## config.mk

```make
export PLATFORM = sky130hd
export DESIGN_NAME = spi_hold_ctrl
export DESIGN_NICKNAME = d
export VERILOG_FILES = /design/src/rtl/spi_hold_pkg.sv /design/src/rtl/pin_sync.sv /design/src/rtl/hold_fsm.sv /design/src/rtl/spi_hold_ctrl.sv
export SDC_FILE = /design/constraint.sdc
export NUM_CORES = 1
export LEC_CHECK = 0
export BUFFER_PORTS_ARGS = -buffer_cell sky130_fd_sc_hd__buf_2
export CELL_PAD_IN_SITES_DETAIL_PLACEMENT = 1
export CELL_PAD_IN_SITES_GLOBAL_PLACEMENT = 1
export CORE_AREA = 2 2 39 41
export DETAILED_ROUTE_END_ITERATION = 10
export DIE_AREA = 0 0 41 43
export PLACE_DENSITY = 0.51
export SETUP_SLACK_MARGIN = 0.4
export SYNTH_ARGS = -nofsm -noshare
export SYNTH_HDL_FRONTEND = slang
export SYNTH_SLANG_ARGS = --single-unit
```

## constraint.sdc

```tcl
create_clock -name clk -period 0.8 [get_ports clk]
set_input_delay 0.16 -clock clk [delete_from_list [all_inputs] [get_ports clk]]
set_output_delay 0.16 -clock clk [all_outputs]
set_load 0.1 [all_outputs]
```

## src/rtl/spi_hold_pkg.sv

```systemverilog
package spi_hold_pkg;

  typedef struct packed {
    logic cs_n;
    logic hold_n;
    logic sck;
  } pin_set_t;

  localparam pin_set_t PINS_IDLE = '{cs_n: 1'b1, hold_n: 1'b1, sck: 1'b0};

  // Pause state for the next cycle: cleared when deselected, frozen while
  // the serial clock is high, and following the pause pin while it is low.
  function automatic logic hold_next(input logic held, input pin_set_t p);
    if (p.cs_n) return 1'b0;
    if (p.sck) return held;
    return !p.hold_n;
  endfunction

endpackage

```

## src/rtl/pin_sync.sv

```systemverilog
module pin_sync #(
  parameter int STAGES = 2,
  parameter int WIDTH = 3,
  parameter logic [WIDTH-1:0] RESET_VAL = '0
) (
  input  logic             clk,
  input  logic             rst_n,
  input  logic [WIDTH-1:0] din,
  output logic [WIDTH-1:0] dout
);
  localparam int LAST = STAGES - 1;

  logic [WIDTH-1:0] stage_q [STAGES];

  for (genvar g = 0; g < STAGES; g++) begin : g_stage
    if (g == 0) begin : g_first
      always_ff @(posedge clk or negedge rst_n) begin
        if (!rst_n) stage_q[g] <= RESET_VAL;
        else        stage_q[g] <= din;
      end
    end else begin : g_next
      always_ff @(posedge clk or negedge rst_n) begin
        if (!rst_n) stage_q[g] <= RESET_VAL;
        else        stage_q[g] <= stage_q[g-1];
      end
    end
  end

  assign dout = stage_q[LAST];
endmodule

```

## src/rtl/hold_fsm.sv

```systemverilog
module hold_fsm
  import spi_hold_pkg::*;
(
  input  logic     clk,
  input  logic     rst_n,
  input  pin_set_t pins_s,
  output logic     held,
  output logic     intf_rst
);
  logic cs_prev;
  logic cs_rise;
  logic held_d;

  assign held_d  = hold_next(held, pins_s);
  assign cs_rise = pins_s.cs_n && !cs_prev;

  always_ff @(posedge clk or negedge rst_n) begin
    if (!rst_n) begin
      held     <= 1'b0;
      cs_prev  <= 1'b1;
      intf_rst <= 1'b0;
    end else begin
      held     <= held_d;
      cs_prev  <= pins_s.cs_n;
      intf_rst <= cs_rise && held;
    end
  end

  AST_NO_PAUSE_DESELECTED: assert property (@(posedge clk) disable iff (!rst_n)
    pins_s.cs_n |=> !held);
  AST_ENTER_CLOCK_LOW: assert property (@(posedge clk) disable iff (!rst_n)
    $rose(held) |-> $past(!pins_s.sck && !pins_s.hold_n && !pins_s.cs_n));
  AST_EXIT_QUALIFIED: assert property (@(posedge clk) disable iff (!rst_n)
    $fell(held) |-> $past(pins_s.cs_n || (!pins_s.sck && pins_s.hold_n)));
  AST_STAY_PAUSED: assert property (@(posedge clk) disable iff (!rst_n)
    (held && !pins_s.hold_n && !pins_s.cs_n) |=> held);
  AST_RST_FROM_PAUSE: assert property (@(posedge clk) disable iff (!rst_n)
    intf_rst |-> (!held && $past(held)));
  AST_RST_SINGLE: assert property (@(posedge clk) disable iff (!rst_n)
    intf_rst |=> !intf_rst);
endmodule

```

## src/rtl/spi_hold_ctrl.sv

```systemverilog
module spi_hold_ctrl
  import spi_hold_pkg::*;
#(
  parameter int SYNC_STAGES = 2
) (
  input  logic clk,
  input  logic rst_n,
  input  logic sck_pin,
  input  logic cs_n_pin,
  input  logic hold_n_pin,
  output logic freeze,
  output logic so_hiz,
  output logic intf_rst
);
  localparam int PIN_W = $bits(pin_set_t);

  pin_set_t pins_raw;
  pin_set_t pins_s;
  logic     held;

  assign pins_raw = '{cs_n: cs_n_pin, hold_n: hold_n_pin, sck: sck_pin};

  pin_sync #(
    .STAGES   (SYNC_STAGES),
    .WIDTH    (PIN_W),
    .RESET_VAL(PINS_IDLE)
  ) u_sync (
    .clk  (clk),
    .rst_n(rst_n),
    .din  (pins_raw),
    .dout (pins_s)
  );

  hold_fsm u_fsm (
    .clk     (clk),
    .rst_n   (rst_n),
    .pins_s  (pins_s),
    .held    (held),
    .intf_rst(intf_rst)
  );

  assign freeze = held;
  assign so_hiz = held;

  AST_HIZ_MATCHES: assert property (@(posedge clk) disable iff (!rst_n)
    so_hiz == freeze);
  AST_RST_NEEDS_SELECT_EDGE: assert property (@(posedge clk) disable iff (!rst_n)
    intf_rst |-> pins_s.cs_n);
endmodule

```

Word-level counts from Yosys, hierarchy flattened --
Index checks and enable logic that the tools add are counted. W data, S select, Z words.
Storage, ports and cells: register bits 9, output and inout bits 3, logic and storage cells 17
Operators by class: eq/ne operators 1, mux-type cells 7, reduce and logical (&&, ||, !) cells 4
Operator list (count):
- $mux W1 | 7
- $ne A3 B2 Y1 const B | 1
- $logic_and A1 B1 Y1 | 2
- $logic_not A1 Y1 | 2

Depth between registers and ports, before layout --
depth in word-level cells 4, gate-level depth with buffers 2

Hierarchy --
A second synthesis with hierarchy kept.
Second synthesis, totals: cell total of the unflattened synthesis 18, area total of the unflattened synthesis 287.8 um^2
By module, submodules not included:
- pin_sync | times used 1, cells each 9, area each 177.7 um^2, sequential area each 155.1 um^2
- hold_fsm | times used 1, cells each 8, area each 102.6 um^2, sequential area each 76.3 um^2
- spi_hold_ctrl | times used 1, cells each 1, area each 7.5 um^2, sequential area each 0.0 um^2

Worst setup path before layout --
OpenSTA, ideal clock, no wires.
path type register to output, start point register u_fsm.held, end point output port so_hiz, data arrival time 1.356 ns, required time 0.640 ns, setup slack -0.716 ns, stages on the path, launching flop included 2, path buffers 1, cell sequence dfrtp_1 buf_4
RTL lines:
- start: declaration | RTL line hold_fsm.sv:7 | output logic held,
- start signal: assignment | RTL line hold_fsm.sv:23 | held <= held_d;
- end: declaration | RTL line spi_hold_ctrl.sv:12 | output logic so_hiz,
No word-level cell between the ends.

Worst setup path after layout --
start point register u_fsm.held, end point output port so_hiz
No word-level cell between the ends.

==> flow_metrics.tcl <==
set metrics [dict create \
    core-area_um2 1384 \
    worst_hold_slack_ns -0.2550 \
    cts_resized 0 \
    p_per_area_nw_per_um2 2375 \
    cts.htree.levels 1 \
    cts_tree "built" \
    synth.area.top_cells "dfstp_2 (50%), dfrtp_1 (38%), a21oi_2 (3.3%)" \
    max_stage_delay_ns 0.51 \
    syn2layout_area_growth_pct 47.64 \
    cts_sinks 9 \
    vias 148 \
    fmax_mhz 910.5 \
    wl_per_cell_um 8.415 \
    p_leak_uw 0.0001626 \
    crit_slowest_cell "dfrtp_4" \
    die_height_um 43 \
    fin_skew_ns 0.001406 \
    drive_gt1_share_pct 72.00 \
    crit_family "flip-flops" \
    end_kind "primary output" \
    port_buffers 7 \
    route.detailed.drc 0 \
    syn_inst 15 \
    period_share_pct 137.3 \
    yosys.area.top_type "dfstp_2" \
    finalPower_uw 930.1 \
    cp_num_buf_inv 1 \
    finalWirelength_um 345 \
    crit_required_ns 0.64 \
    worst_pin_slew_ns 0.1900 \
    setup_viol 3 \
    r2r-end "u_fsm.held" \
    ys_ff_latch 9 \
    arrival_ns 0.94 \
    gp_congestion 0.5610 \
    cp_max_fo 4 \
    crit_end "so_hiz" \
    cts_root_buffer "clkbuf_4" \
    critPathLaunch "u_fsm.held" \
    grt_pass1_vias 165 \
    ys_seq_area_share_pct 87.26 \
    reg2reg_slack_ns 0.03 \
    synth.top_cell.area_share_pct 49.53 \
    post_dp_cell_area_um2 365.4 \
    synth-edff-count 0 \
    drt_first_pass_iters 3 \
    start_kind "flop" \
    syn_nets 20 \
    synth_common_cells "dfstp_2 (5), dfrtp_1 (4), nand2_1 (2)" \
    period_minus_slack_ns 1.098 \
    vias_per_cell 3.610 \
    violations "negative hold slack, negative setup slack" \
    post-cts-setup-buffer-count 0 \
    final_util_pct 28.30 \
    yosysWarnings 0 \
    antenna_found_initial 0 \
    cp_num_cells 1 \
    rsz0062_at_grt "true" \
    drv_slew 0 \
    detail-route-antenna-nets 0 \
    num_antenna_cells 0 \
    max-vdd-ir-drop_v 0.0007584 \
    final_area_um2 391.6 \
    r2r_start "u_fsm.held" \
    ys_dominant_reg_cell "dfstp_2" \
    cap_violations 0 \
    ios 8 \
    grt_max_degree 10 \
    async_flop_share_pct 100.0 \
    cp_cell_sequence "buf_12" \
    num_rows 14 \
    syn-cell-area_um2 265.3 \
    fin_tns_setup_ns -0.8516 \
    die_area_um2 1763 \
    relSlewSlack_pct 87.33 \
    hold_violations 9 \
    drtIter0Drc 1 \
    clock_latency_ns 0.25 \
    clk_pin_slew_ns 0.06 \
    track_usage_pct 6.110 \
    critical_path_class "reg2out" \
    floorplan.initialDensity_pct 19.17 \
    cts_made_buffers 3 \
    num-nets-final 31 \
    overflow 0 \
    rr_worst_depth 2 \
    min_path_type "in2async" \
    setup_ws_ns -0.2983 \
    outcome "finished with violations" \
    avgSynthCellArea_um2 17.68 \
    die_w_um 41 \
    clockBufferDepth 2 \
    grt_pass1_wl_um 662 \
    synth_cell_type_count 7 \
    yosysMostFrequentCell "dfstp_2" \
]
[metrics by stage]
step	setup slack, ns	instances
floorplan	-0.1960	15
global placement	-0.02838	37
detailed placement	-0.03341	37
CTS	-0.3122	41
global route	-0.3320	41
finish	-0.2983	41
[how the worst min path moves through the flow]
stage / to / slack, ns / depth (start not counted)
6_report: u_fsm.intf_rst / -0.25 / 1
3_5_place_dp: u_sync.stage_q[3] / 0.02 / 1
3_3_place_gp: u_sync.stage_q[3] / 0.01 / 1
4_1_cts: u_fsm.intf_rst / -0.26 / 1
2_1_floorplan: u_sync.dout[0] / -0.14 / 0
5_1_grt: u_fsm.intf_rst / -0.27 / 1
[registers in the layout (all words and copies together), names as in the netlist]
register,count
u_fsm.cs_prev,1
u_fsm.held,1
u_fsm.intf_rst,1
u_sync.dout,3
u_sync.stage_q,3
[layout by cell type (no fill, tap or decap)]
cell type	netlist	routed
dfstp_2	5	5
buf_2	0	4
clkbuf_4	0	3
buf_12	0	3
nand2_1	2	2
dfrtp_4	0	2
dfrtp_1	4	2
or2_1	1	1
a21oi_2	1	1
nor2_1	1	1
clkbuf_1	0	1
[final cells by class]
class	instances	area (µm²)
Fill cell	155	992.2
Tap cell	16	20.02
Timing Repair Buffer	7	80.08
Sequential cell	9	239.0
Multi-Input combinational cell	5	26.28
Clock buffer	4	26.28
[report_power, final]
part	internal [µW]	switching, µW
Clock	191	138
Sequential	490	13.5
Combinational	34.9	63.1
Total	716	215
[repair_timing]
item,CTS,global route
pin swaps,2,0
endpoints found under the setup margin,9,9
gates cloned,0,0
endpoints found under the hold margin,11,11
[routing by layer]
layer  share of wire [%]  vias to the layer above  global-route usage, %
li1                    -                       66                      -
met1                  41                       74                  6.734
met2                  49                        8                  7.813
met3                  10                        0                  3.141
met4                   0                        0                  6.000
met5                   0                        -                      0
[logic make-up (layout without fill, tap and decap cells)]
logic type | after synthesis | count (layout) | synth area share [%]
simple gates | 4 | 4 | 6.605
compound gates | 1 | 1 | 3.302
flops | 9 | 9 | 87.27
buf+inv | 1 | 11 | 2.831
(Power assumes the default switching activity.)
